`src/rtl/outclk_pkg.sv`:
```
package outclk_pkg;

   // Power-down selection taken from the upper width bits
   typedef enum logic [1:0] {
      PD_HIGH = 2'b00,
      PD_RSVD = 2'b01,
      PD_HIZ  = 2'b10,
      PD_LOW  = 2'b11
   } pd_mode_e;

   // Output-stage control word
   typedef struct packed {
      logic en;   // pass the clock
      logic lvl;  // static level when not passing
      logic hiz;  // float the pad
   } out_ctl_t;

   localparam out_ctl_t CTL_LOW  = '{en: 1'b0, lvl: 1'b0, hiz: 1'b0};
   localparam out_ctl_t CTL_HIGH = '{en: 1'b0, lvl: 1'b1, hiz: 1'b0};
   localparam out_ctl_t CTL_HIZ  = '{en: 1'b0, lvl: 1'b0, hiz: 1'b1};
   localparam out_ctl_t CTL_RUN  = '{en: 1'b1, lvl: 1'b0, hiz: 1'b0};

endpackage

```
`src/rtl/outclk_cfg_select.sv`:
```
module outclk_cfg_select #(
   parameter int W = 8
) (
   input  logic         use_sw,
   input  logic [W-1:0] pin_vec,
   input  logic [W-1:0] sw_vec,
   output logic [W-1:0] eff_vec
);

   generate
      if (W < 1) begin : g_bad_w
         $error("outclk_cfg_select: W must be positive");
      end
   endgenerate

   always_comb begin
      eff_vec = use_sw ? sw_vec : pin_vec;
   end

endmodule

```
`src/rtl/outclk_range_decode.sv`:
```
module outclk_range_decode
   import outclk_pkg::*;
#(
   parameter int IR_W  = 2,
   parameter int OR_W  = 2,
   parameter int EXP_W = 3
) (
   input  logic [IR_W-1:0]  irange,
   input  logic [OR_W-1:0]  orange,
   input  logic [1:0]       mw_hi,
   output logic             pd_active,
   output pd_mode_e         pd_mode,
   output logic             ir_valid,
   output logic [EXP_W-1:0] mult_exp
);

   localparam logic [EXP_W-1:0] NO_FREQ = EXP_W'(1) << (EXP_W - 1);

   generate
      if (EXP_W <= IR_W || EXP_W <= OR_W) begin : g_bad_exp
         $error("outclk_range_decode: EXP_W must exceed both range widths");
      end
   endgenerate

   logic [EXP_W-1:0] diff;

   always_comb begin
      pd_active = (orange == '0);
      ir_valid  = (irange != '0);
      pd_mode   = pd_mode_e'(mw_hi);
      diff      = EXP_W'(orange) - EXP_W'(irange);
      mult_exp  = (pd_active || !ir_valid) ? NO_FREQ : diff;
   end

endmodule

```
`src/rtl/outclk_out_stage.sv`:
```
module outclk_out_stage
   import outclk_pkg::*;
#(
   parameter bit NEED_LOCK = 1'b1
) (
   input  logic     clk,
   input  logic     rst_n,
   input  logic     pd_active,
   input  pd_mode_e pd_mode,
   input  logic     sw_en,
   input  logic     cfg_ok,
   input  logic     lock_ok,
   output out_ctl_t ctl_q
);

   logic     path_ok;
   out_ctl_t ctl_d;

   generate
      if (NEED_LOCK) begin : g_lock_gate
         assign path_ok = cfg_ok & lock_ok;
         // a passing modulated output implies lock was seen
         assert_pass_needs_lock_R8: assert property (@(negedge clk) disable iff (!rst_n)
            ctl_q.en |-> $past(lock_ok));
      end else begin : g_free_run
         logic unused_lock_ok;
         assign unused_lock_ok = lock_ok;
         assign path_ok = cfg_ok;
      end
   endgenerate

   always_comb begin
      if (pd_active) begin
         unique case (pd_mode)
            PD_HIZ:  ctl_d = CTL_HIZ;
            PD_HIGH: ctl_d = CTL_HIGH;
            default: ctl_d = CTL_LOW;
         endcase
      end else if (!sw_en || !path_ok) begin
         ctl_d = CTL_LOW;
      end else begin
         ctl_d = CTL_RUN;
      end
   end

   // falling-edge update keeps every high phase whole
   always_ff @(negedge clk or negedge rst_n) begin
      if (!rst_n) ctl_q <= CTL_LOW;
      else        ctl_q <= ctl_d;
   end

   // a floated output never also drives
   assert_hiz_exclusive_R4: assert property (@(negedge clk) disable iff (!rst_n)
      ctl_q.hiz |-> (!ctl_q.en && !ctl_q.lvl));

   // a disabled output outside power-down is held low, not floated
   assert_disabled_low_R5: assert property (@(negedge clk) disable iff (!rst_n)
      (!pd_active && !sw_en) |=> (ctl_q == CTL_LOW));

endmodule

```
`src/rtl/outclk_mode_ctrl.sv`:
```
module outclk_mode_ctrl
   import outclk_pkg::*;
#(
   parameter int IR_W  = 2,
   parameter int OR_W  = 2,
   parameter int MW_W  = 3,
   parameter int EXP_W = 3
) (
   input  logic             clk,
   input  logic             rst_n,
   input  logic             sel_sw,
   input  logic [IR_W-1:0]  pin_irange,
   input  logic [OR_W-1:0]  pin_orange,
   input  logic [MW_W-1:0]  pin_mwidth,
   input  logic             pin_spread_n,
   input  logic [IR_W-1:0]  reg_irange,
   input  logic [OR_W-1:0]  reg_orange,
   input  logic [MW_W-1:0]  reg_mwidth,
   input  logic             reg_spread_off,
   input  logic             reg_pll_run,
   input  logic             reg_ss_en,
   input  logic             reg_ref_en,
   input  logic             pll_locked,
   output logic             pll_run,
   output logic [EXP_W-1:0] mult_exp,
   output logic             spread_on,
   output logic [MW_W-1:0]  spread_width,
   output logic             ss_en,
   output logic             ss_lvl,
   output logic             ss_hiz,
   output logic             ref_en,
   output logic             ref_lvl,
   output logic             ref_hiz
);

   localparam int CFG_W = IR_W + OR_W + MW_W + 1;
   localparam logic [EXP_W-1:0] NO_FREQ = EXP_W'(1) << (EXP_W - 1);

   generate
      if (MW_W < 2) begin : g_bad_mw
         $error("outclk_mode_ctrl: MW_W must be at least 2");
      end
   endgenerate

   // ---- source selection ----
   logic [CFG_W-1:0] cfg_eff;
   logic [IR_W-1:0]  eff_ir;
   logic [OR_W-1:0]  eff_or;
   logic [MW_W-1:0]  eff_mw;
   logic             eff_spread_off;

   outclk_cfg_select #(.W(CFG_W)) u_sel (
      .use_sw  (sel_sw),
      .pin_vec ({pin_irange, pin_orange, pin_mwidth, pin_spread_n}),
      .sw_vec  ({reg_irange, reg_orange, reg_mwidth, reg_spread_off}),
      .eff_vec (cfg_eff)
   );

   assign {eff_ir, eff_or, eff_mw, eff_spread_off} = cfg_eff;

   // ---- range decode ----
   logic             pd_active;
   pd_mode_e         pd_mode;
   logic             ir_valid;
   logic [EXP_W-1:0] mult_d;

   outclk_range_decode #(.IR_W(IR_W), .OR_W(OR_W), .EXP_W(EXP_W)) u_dec (
      .irange    (eff_ir),
      .orange    (eff_or),
      .mw_hi     (eff_mw[MW_W-1 -: 2]),
      .pd_active (pd_active),
      .pd_mode   (pd_mode),
      .ir_valid  (ir_valid),
      .mult_exp  (mult_d)
   );

   // ---- shared control registers ----
   logic             pll_run_q;
   logic             lock_seen;
   logic [EXP_W-1:0] mult_q;
   logic             spread_q;
   logic [MW_W-1:0]  width_q;

   always_ff @(negedge clk or negedge rst_n) begin
      if (!rst_n) begin
         pll_run_q <= 1'b0;
         lock_seen <= 1'b0;
         mult_q    <= NO_FREQ;
         spread_q  <= 1'b0;
         width_q   <= '0;
      end else begin
         pll_run_q <= reg_pll_run & ~pd_active;
         lock_seen <= pll_run_q & (lock_seen | pll_locked);
         mult_q    <= mult_d;
         spread_q  <= ~eff_spread_off;
         width_q   <= eff_mw;
      end
   end

   // ---- per-output stages ----
   out_ctl_t ss_ctl;
   out_ctl_t ref_ctl;

   outclk_out_stage #(.NEED_LOCK(1'b1)) u_ss_stage (
      .clk       (clk),
      .rst_n     (rst_n),
      .pd_active (pd_active),
      .pd_mode   (pd_mode),
      .sw_en     (reg_ss_en),
      .cfg_ok    (ir_valid),
      .lock_ok   (lock_seen),
      .ctl_q     (ss_ctl)
   );

   outclk_out_stage #(.NEED_LOCK(1'b0)) u_ref_stage (
      .clk       (clk),
      .rst_n     (rst_n),
      .pd_active (pd_active),
      .pd_mode   (pd_mode),
      .sw_en     (reg_ref_en),
      .cfg_ok    (1'b1),
      .lock_ok   (lock_seen),
      .ctl_q     (ref_ctl)
   );

   assign pll_run      = pll_run_q;
   assign mult_exp     = mult_q;
   assign spread_on    = spread_q;
   assign spread_width = width_q;
   assign ss_en        = ss_ctl.en;
   assign ss_lvl       = ss_ctl.lvl;
   assign ss_hiz       = ss_ctl.hiz;
   assign ref_en       = ref_ctl.en;
   assign ref_lvl      = ref_ctl.lvl;
   assign ref_hiz      = ref_ctl.hiz;

   // stopping the PLL forgets any earlier lock
   assert_stop_clears_lock_R8: assert property (@(negedge clk) disable iff (!rst_n)
      !pll_run_q |=> !lock_seen);

   // an invalid input range yields no frequency
   assert_invalid_range_R3: assert property (@(negedge clk) disable iff (!rst_n)
      (!pd_active && !ir_valid) |=> (mult_exp == NO_FREQ && !ss_en));

   // power-down always stops the PLL
   assert_pd_stops_pll_R6: assert property (@(negedge clk) disable iff (!rst_n)
      pd_active |=> !pll_run);

   // with software source, the register spread bit decides
   assert_sw_spread_R1: assert property (@(negedge clk) disable iff (!rst_n)
      (sel_sw && reg_spread_off) |=> !spread_on);

endmodule

```
`config.mk`:
```
export PLATFORM = sky130hd
export DESIGN_NAME = outclk_mode_ctrl
export DESIGN_NICKNAME = d
export VERILOG_FILES = /design/src/rtl/outclk_pkg.sv /design/src/rtl/outclk_cfg_select.sv /design/src/rtl/outclk_range_decode.sv /design/src/rtl/outclk_out_stage.sv /design/src/rtl/outclk_mode_ctrl.sv
export SDC_FILE = /design/constraint.sdc
export NUM_CORES = 1
export LEC_CHECK = 0
export BUFFER_PORTS_ARGS = -buffer_cell sky130_fd_sc_hd__buf_4
export CAP_MARGIN = 15
export CELL_PAD_IN_SITES_DETAIL_PLACEMENT = 2
export CELL_PAD_IN_SITES_GLOBAL_PLACEMENT = 2
export CORE_MARGIN = 3
export CORE_UTILIZATION = 28
export DETAILED_ROUTE_END_ITERATION = 7
export PLACE_DENSITY = 0.87
export SLEW_MARGIN = 20
export SYNTH_ARGS = -nofsm -noshare
export SYNTH_HDL_FRONTEND = slang
export SYNTH_HIERARCHICAL = 1
export SYNTH_SLANG_ARGS = --single-unit
```
`constraint.sdc`:
```
create_clock -name clk -period 1.7 [get_ports clk]
set_input_delay 0.425 -clock clk [delete_from_list [all_inputs] [get_ports clk]]
set_output_delay 0.425 -clock clk [all_outputs]
set_load 0.01 [all_outputs]
```
==> results of run 1 <==
-- repair_timing --
action,4_1_cts,5_1_grt
endpoints found under the hold margin,0,0
buffers inserted,4,2
gates resized for setup,15,8
endpoints found under the setup margin,27,28
pin swaps,4,3
-- synth_stat cells --
library cell / count / area (µm²)
or2_1: 1 / 6.260
buf_4: 2 / 15.01
and3b_2: 1 / 10.01
or2_2: 1 / 6.260
dfstp_2: 1 / 26.28
inv_1: 4 / 15.01
buf_6: 1 / 11.26
mux2_4: 8 / 120.1
o22ai_1: 1 / 6.260
nor3b_2: 2 / 25.02
ha_1: 1 / 12.51
o21a_1: 1 / 7.510
fa_1: 1 / 20.02
and3b_1: 2 / 17.52
and4b_1: 1 / 10.01
nor2_1: 3 / 11.26
conb_1: 1 / 3.750
dfrtn_1: 14 / 350.3
nor2b_1: 1 / 6.260
-- cells by family (layout without fill, tap and decap cells) --
group                      count (synthesis)  in the layout  share of synthesized area [%]
DFF                                       15             15                          55.33
and+or+nand+nor                           12             12                          13.60
muxes                                      8              8                          17.65
buffers and inverters                      7             55                          6.065
adders and majority gates                  2              2                          4.779
AOI/OAI and AO/OA                          2              2                          2.023
other                                      1              1                         0.5509
-- registers in the layout, indices dropped and copies added (netlist names) --
| name | flops |
|---|---|
| mult_exp | 3 |
| spread_width | 3 |
| u_ref_stage/ctl_q | 3 |
| u_ss_stage/ctl_q | 3 |
| lock_seen | 1 |
| pll_run | 1 |
| spread_on | 1 |
-- power by group --
part / internal, mW / leakage (nW) / switching, mW
clock network: 0.0895 / 0.0192 / 0.121
logic: 0.154 / 0.402 / 0.0957
registers: 0.391 / 0.190 / 0.0119
-- critical path, cell delays in order --
cell and delay, ps:
buf_8 110, mux2_4 310, ha_4 160, fa_1 490
nor2_1 60
-- per-layer routing --
layer | track usage, % | up-vias
met5 | 0 | -
met4 | 8.333 | 0
met3 | 3.738 | 5
met2 | 23.48 | 32
met1 | 13.51 | 254
li1 | - | 248
-- metrics by stage --
step / setup TNS (ps) / std cells / instance area [µm²] / setup slack [ps] / hold slack (ps)
final: -9791 / 123 / 1172 / -566.4 / 456.5
after global routing: -10510 / 123 / 1172 / -579.0 / 476.3
after CTS: -9756 / 122 / 1140 / -548.8 / 442.0
after detailed placement: -10380 / 114 / 1025 / -912.2 / 442.7
after global placement: -9900 / 114 / 1025 / -858.6 / 432.3
after floorplan: -5537 / 47 / 713.2 / -830.2 / 404.6
-- worst paths after layout --
path / end / slack (ps) / cells after the start
worst max-delay path: mult_exp[1]$_DFF_NN0_ / -570 / 5
worst min-delay path: lock_seen$_DFF_NN0_ / 460 / 1
worst max register to register: lock_seen$_DFF_NN0_ / 970 / 2
worst min register to register: lock_seen$_DFF_NN0_ / 460 / 1
max in group asynchronous: mult_exp[2]$_DFF_NN1_ / 680 / 1
min in group asynchronous: mult_exp[1]$_DFF_NN0_ / 700 / 1
-- placed cells by master (no fill, tap or decap) --
cell	n
buf_4	31
buf_6	15
dfrtn_1	14
mux2_4	8
inv_1	3
clkbuf_4	3
and3b_1	2
nor3b_2	2
o21a_1	1
inv_2	1
nor2b_1	1
clkinvlp_2	1
buf_8	1
dfstp_2	1
nor2_4	1
or2_4	1
o22ai_4	1
nor2_1	1
nor2_2	1
or2_1	1
fa_1	1
ha_4	1
conb_1	1
and3b_2	1
and4b_1	1
-- layout make-up --
cell class	instances	area, µm²
Fill cell	233	1082
Timing Repair Buffer	47	416.7
Sequential cell	15	376.6
Multi-Input combinational cell	25	301.5
Tap cell	28	35.03
Clock buffer	3	22.52
Inverter	3	11.26
Clock inverter	2	8.758
==> flow_metrics.py, run 1 <==
metrics = {
    "run_status": {
        "outcome": "complete, but fails checks",
        "violations": "setup timing",
    },
    "power": {
        "peakVddDrop_mv": 0.3860,
        "p_total_uw": 863.4,
        "p_leak_nw": 0.6108,
        "cellPowerDensity_nw_per_um2": 736.5,
    },
    "routing": {
        "met3_length_um": 143,
        "wl_per_cell_um": 15.88,
        "via_count": 539,
        "drc_errors": 0,
        "dr.pass1.iters": 2,
        "maxUsedRoutingLayer": "met4",
        "vias_per_cell": 4.382,
        "drt-initial-drc-count": 2,
        "routed_wl_mm": 1.953,
        "drtAntennaViolNets": 0,
        "wl_met2_mm": 1.131,
        "wl_met1_um": 630,
    },
    "synth": {
        "ys_warn_count": 6,
        "ys_seq_area_share_pct": 55.33,
        "syn_inst": 47,
        "syn_area_um2": 680.7,
        "synth_seq_cells": 15,
        "synth_cell_type_count": 19,
        "synth_area_per_cell_um2": 14.48,
        "syn_nets": 72,
    },
    "cells_and_area": {
        "drive_above_1_share_pct": 72.63,
        "areaGrowthSynthToFinish_pct": 72.24,
        "num_antenna_cells": 0,
        "final_core_util_pct": 52.00,
        "final_nets": 121,
    },
    "floorplanning": {
        "initial_core_util_pct": 30.19,
        "die_height_um": 55.31,
        "io_pins": 37,
        "rows": 17,
        "core_area_um2": 2255,
        "dieWidth_um": 55.31,
        "die-area_um2": 3059,
    },
    "global_routing": {
        "antenna_found_initial": 0,
        "globalRouteTotalUtil_pct": 13.25,
        "globalRouteOverflowTotal": 0,
        "grt_max_degree": 16,
        "first_global_vias": 601,
        "grt_pass1_wl_mm": 3.056,
    },
    "cts": {
        "cts.clk_slew.worst_paths_ps": 60,
        "numCtsBuffers": 3,
        "cts_tree": "built",
        "cts_sinks": 15,
        "clk_latency_ps": 290,
        "cts_max_level": 1,
        "holdBufCountCts": 0,
        "cts-root-buf": "clkbuf_4",
        "cts_buffer_depth": 2,
    },
    "timing": {
        "slew_violations": 0,
        "hold_violations": 0,
        "fin_skew_ps": 0.2581,
        "setup_violations": 28,
        "rsz0062_at_grt": "yes",
        "setup_ws_ps": -566.4,
    },
    "worst_setup_path": {
        "endpoint_kind": "register",
        "crit_fanout": 4,
        "start_kind": "input pin",
        "required_ps": 990,
        "cp.arrival_ps": 1560,
        "path_class": "input pin to register",
        "r2r-start": "pll_run$_DFF_NN0_",
        "crit_start": "sel_sw",
    },
    "min_path": {
        "hp-class": "register to register",
        "hold_start": "lock_seen$_DFF_NN0_",
    },
    "run": {
        "cap_viol_max_count": 0,
    },
    "place": {
        "dpl.hpwl_mm": 1.466,
        "place.gp.congestion": 0.6733,
        "portBuffers": 36,
    },
}
Note: power is estimated with default switching activity, not from simulation.
==> inputs of run 2 (changes only) <==
CORE_UTILIZATION = 23   (was 28)
PLACE_DENSITY = 0.77   (was 0.87)
clock period = 2 ns   (was 1.7 ns; I/O delays follow)
==> flow_metrics.py, run 2 (synthesized netlist as in run 1, its figures left out) <==
metrics = {
    "min_path": {
        "hp-class": "register to register",
        "hold_start": "lock_seen$_DFF_NN0_",
        "holdPathEnd": "lock_seen$_DFF_NN0_",
        "min_path_cells": 1,
    },
    "global_routing": {
        "grt_pass1_wl_mm": 2.760,
        "globalRouteOverflowTotal": 0,
        "first_global_vias": 601,
        "grt_max_degree": 16,
        "antenna_found_initial": 0,
        "globalRouteTotalUtil_pct": 10.83,
    },
    "timing": {
        "fin_skew_ps": 0.09892,
        "setup_ws_ps": -483.7,
        "rsz0062_at_grt": "yes",
        "slew_violations": 0,
        "fin_tns_setup_ps": -7286,
        "setup_violations": 24,
        "hold_violations": 0,
    },
    "worst_setup_path": {
        "reg2regPathDepth": 1,
        "crit_fanout": 5,
        "start_kind": "input pin",
        "crit_chain": "buf_12 > mux2_4 > ha_4 > fa_1 > nor2_1",
        "cp.arrival_ps": 1620,
        "r2r-start": "lock_seen$_DFF_NN0_",
        "path_class": "input pin to register",
        "worst-path-buf-inv": 1,
        "required_ps": 1140,
        "worst_path_max_delay_cell": "fa_1",
        "r2r_slack_ps": 1320,
        "endpoint_kind": "register",
        "crit_family": "adder cells",
        "crit_start": "sel_sw",
        "cpPeakStageDelay_ps": 490,
        "r2r-end": "u_ss_stage/ctl_q[2]$_DFF_NN0_",
    },
    "run_status": {
        "outcome": "complete, but fails checks",
        "violations": "setup timing",
    },
    "cells_and_area": {
        "fillers": 279,
        "layout.cells.most_common": "buf_4",
        "final_cell_mix": "buf_4 (36), dfrtn_1 (14), mux2_4 (8), buf_6 (7), inv_1 (4)",
        "multi_input_area_um2": 305.3,
        "final_nets": 118,
        "num_antenna_cells": 0,
        "drive_above_1_share_pct": 69.57,
        "regArea_um2": 376.6,
        "areaGrowthSynthToFinish_pct": 66.36,
        "design_area_um2": 1132,
    },
    "routing": {
        "wl_per_cell_um": 13.81,
        "drc_errors": 0,
        "vias_per_cell": 4.260,
        "drt-initial-drc-count": 5,
        "drtAntennaViolNets": 0,
        "via_count": 524,
        "routed_wl_mm": 1.699,
        "dr.pass1.iters": 3,
    },
    "cts": {
        "cts_sinks": 15,
        "holdBufCountCts": 0,
        "clk_latency_ps": 280,
        "cts.clk_slew.worst_paths_ps": 60,
        "numCtsBuffers": 3,
        "cts-root-buf": "clkbuf_4",
        "cts_max_level": 1,
        "cts_buffer_depth": 2,
        "cts_tree": "built",
    },
    "place": {
        "place.gp.congestion": 0.6969,
        "dpl.hpwl_mm": 1.416,
        "dpl_cell_area_um2": 1036,
        "portBuffers": 36,
    },
    "floorplanning": {
        "dieWidth_um": 60.40,
        "die-area_um2": 3648,
        "initial_core_util_pct": 24.47,
        "core_area_um2": 2781,
        "io_pins": 37,
        "die_height_um": 60.40,
        "rows": 19,
    },
    "power": {
        "p_total_uw": 716.0,
        "cellPowerDensity_nw_per_um2": 632.4,
        "p_leak_nw": 0.5941,
        "peakVddDrop_mv": 0.3953,
    },
    "run": {
        "cap_viol_max_count": 0,
    },
}
[run 2: what timing repair did]
item	in CTS	in global routing
setup buffers	2	0
resized for setup	9	6
endpoints found under the setup margin	25	24
pin swaps	6	5
[run 2: worst max path at each step]
stage,end,cells past startpoint
floorplan,mult_exp[1]$_DFF_NN0_,5
global placement,mult_exp[1]$_DFF_NN0_,5
detailed placement,mult_exp[1]$_DFF_NN0_,5
CTS,mult_exp[1]$_DFF_NN0_,5
global route,mult_exp[2],1
finish,mult_exp[1]$_DFF_NN0_,5
[run 2: where the power goes]
group          total (mW)  internal [mW]  switching (mW)
sequential          0.341          0.332         0.00884
combinational       0.196          0.120          0.0752
clock               0.180         0.0758           0.104
[run 2: per-layer routing]
layer,track usage (%),vias up,part of all wire (%)
met4,6.646,0,2.5
met1,11.20,250,35
li1,-,243,-
met3,2.553,4,8.2
met5,0,-,0
met2,19.60,27,55
[run 2: stage by stage]
step	hold WS, ps	worst slack, ps	instances	util (%)
2_1_floorplan	404.6	-755.2	47	-
3_3_place_gp	426.5	-782.0	118	37.25
3_5_place_dp	453.6	-827.9	118	37.25
4_1_cts	453.4	-503.0	124	40.22
5_1_grt	473.4	-494.5	123	40.71
6_report	443.0	-483.7	123	40.71
[run 2: layout make-up]
class                   instances  area share (%)
well taps                      31           3.425
inverters                       3          0.9945
multi-input cells              25           26.96
clock buffers                   3           1.989
repair buffers                 44           32.60
clock inverters                 2          0.7735
flip-flops and latches         15           33.26
==> inputs of run 3 (changes only) <==
CORE_ASPECT_RATIO = 1.1   (was not set)
CORE_UTILIZATION = 25   (was 23)
CTS_BUF_LIST = sky130_fd_sc_hd__clkbuf_4 sky130_fd_sc_hd__clkbuf_8   (was not set)
PLACE_DENSITY = 0.82   (was 0.77)
RECOVER_POWER = 50   (was not set)
==> flow_metrics.py, run 3 (synthesized netlist as in run 1, its figures left out) <==
metrics = {
    "worst_setup_path": {
        "crit_chain": "buf_8 > mux2_4 > ha_4 > fa_1 > nor2_1",
        "worst-path-buf-inv": 1,
        "endpoint_kind": "register",
        "crit_family": "adder cells",
        "cpPeakStageDelay_ps": 480,
        "start_kind": "input pin",
        "cp.arrival_ps": 1600,
        "crit_fanout": 4,
        "worst_path_max_delay_cell": "fa_1",
        "path_class": "input pin to register",
        "required_ps": 1130,
    },
    "global_routing": {
        "globalRouteTotalUtil_pct": 12.06,
        "first_global_vias": 646,
        "globalRouteOverflowTotal": 0,
        "grt_max_degree": 16,
        "grt_pass1_wl_mm": 2.967,
        "antenna_found_initial": 0,
    },
    "timing": {
        "setup_ws_ps": -471.9,
        "setup_violations": 28,
        "worst_slew_pin_slew_ps": 799.2,
        "hold_violations": 0,
        "hold_slack_ps": 443.8,
        "maxSlewHeadroom_pct": 46.72,
        "rsz0062_at_grt": "yes",
        "slew_violations": 0,
        "fin_skew_ps": 0.08282,
    },
    "routing": {
        "routed_wl_mm": 1.783,
        "via_count": 546,
        "vias_per_cell": 4.266,
        "drtAntennaViolNets": 0,
        "drc_errors": 0,
        "wl_per_cell_um": 13.93,
        "dr.pass1.iters": 2,
        "drt-initial-drc-count": 8,
    },
    "floorplanning": {
        "rows": 19,
        "die_height_um": 60.73,
        "dieWidth_um": 55.75,
        "core_area_um2": 2544,
        "io_pins": 37,
        "initial_core_util_pct": 26.76,
        "die-area_um2": 3385,
    },
    "cells_and_area": {
        "num_antenna_cells": 0,
        "final_cell_mix": "buf_4 (33), dfrtn_1 (14), buf_6 (14), mux2_4 (8)",
        "final_core_util_pct": 46.43,
        "drive_above_1_share_pct": 71.13,
        "final_nets": 123,
        "areaGrowthSynthToFinish_pct": 73.53,
        "regArea_um2": 376.6,
        "layout.cells.most_common": "buf_4",
        "fillers": 247,
        "multi_input_area_um2": 299.0,
        "design_area_um2": 1181,
        "fin_cells": 128,
    },
    "place": {
        "portBuffers": 36,
        "place.gp.congestion": 0.6910,
        "placed_cells": 115,
        "dpl.hpwl_mm": 1.428,
        "dpl_cell_area_um2": 1013,
    },
    "cts": {
        "cts_max_level": 1,
        "numCtsBuffers": 3,
        "cts_sinks": 15,
        "cts_tree": "built",
        "clk_latency_ps": 280,
        "cts.clk_slew.worst_paths_ps": 60,
        "cts_buffer_depth": 2,
        "cts-root-buf": "clkbuf_4",
    },
    "min_path": {
        "hp-class": "register to register",
    },
    "power": {
        "pwr-share-seq_pct": 47.1,
        "internal_power_uw": 537.2,
        "combPwrFrac_pct": 28.6,
        "clockPowerShare_pct": 24.4,
        "peakVddDrop_mv": 0.2791,
        "power.net_switching_uw": 189.4,
        "p_leak_nw": 0.6156,
        "cellPowerDensity_nw_per_um2": 615.1,
        "netSwitchingFraction_pct": 26.06,
    },
    "run_status": {
        "outcome": "complete, but fails checks",
        "violations": "setup timing",
    },
    "run": {
        "cap_viol_max_count": 0,
    },
}
[run 3: changes by cell type in the layout (fill, tap and decap cells not counted)]
| cell | previous run | this run |
|---|---|---|
| nor3b_2 | 1 | 2 |
| buf_4 | 36 | 33 |
| inv_1 | 4 | 3 |
| nor3b_4 | 1 | 0 |
| inv_2 | 0 | 1 |
| buf_8 | 0 | 1 |
| buf_12 | 1 | 0 |
| clkbuf_1 | 0 | 1 |
| buf_6 | 7 | 14 |
[run 3: path summary, 6_finish.rpt]
kind                                              to  cells after the start                start  slack [ps]
max in group asynchronous  spread_width[2]$_DFF_NN0_                      1                rst_n         320
hold reg to reg                  lock_seen$_DFF_NN0_                      1  lock_seen$_DFF_NN0_         440
hold / removal                   lock_seen$_DFF_NN0_                      1  lock_seen$_DFF_NN0_         440
min in group asynchronous          pll_run$_DFF_NN0_                      1                rst_n        1160
setup / recovery               mult_exp[1]$_DFF_NN0_                      5               sel_sw        -470
setup reg to reg                 lock_seen$_DFF_NN0_                      2    pll_run$_DFF_NN0_        1260
[run 3: cell type report]
| type | instances | share of cell area [%] |
|---|---|---|
| Multi-Input combinational cell | 25 | 25.32 |
| Tap cell | 31 | 3.284 |
| Clock inverter | 2 | 0.7415 |
| Sequential cell | 15 | 31.89 |
| Timing Repair Buffer | 49 | 35.91 |
| Inverter | 3 | 0.9534 |
| Clock buffer | 3 | 1.907 |
[run 3: timing repair]
action	4_1_cts	5_1_grt
resized for setup	18	4
setup endpoints to repair	26	28
pin swaps	5	4
hold buffers	0	0
setup buffers	10	1
[run 3: power by group through the flow]
stage / sequential (mW) / combinational [mW] / clock, mW
finish: 0.342 / 0.208 / 0.177
global route: 0.345 / 0.226 / 0.206
detailed placement: 0.346 / 0.171 / 0.00626
CTS: 0.342 / 0.212 / 0.189
global placement: 0.344 / 0.162 / 0.00626
floorplan: 0.356 / 0.0704 / 0.00626
[run 3: per-stage QoR]
stage               TNS (ps)  power, mW  setup slack [ps]
global route           -8316     0.7771            -487.6
finish                 -7592     0.7266            -471.9
floorplan              -4431     0.4329            -755.2
detailed placement     -8359     0.5234            -822.3
CTS                    -8198     0.7430            -466.5
global placement       -7881     0.5126            -782.0
[run 3: layer usage]
metal  share of wire, %  wire, µm  track usage, %
met5                  0         0               0
met4               0.84        15           6.250
met3                9.0       161           3.404
met2                 57      1018           23.65
met1                 33       588           11.71
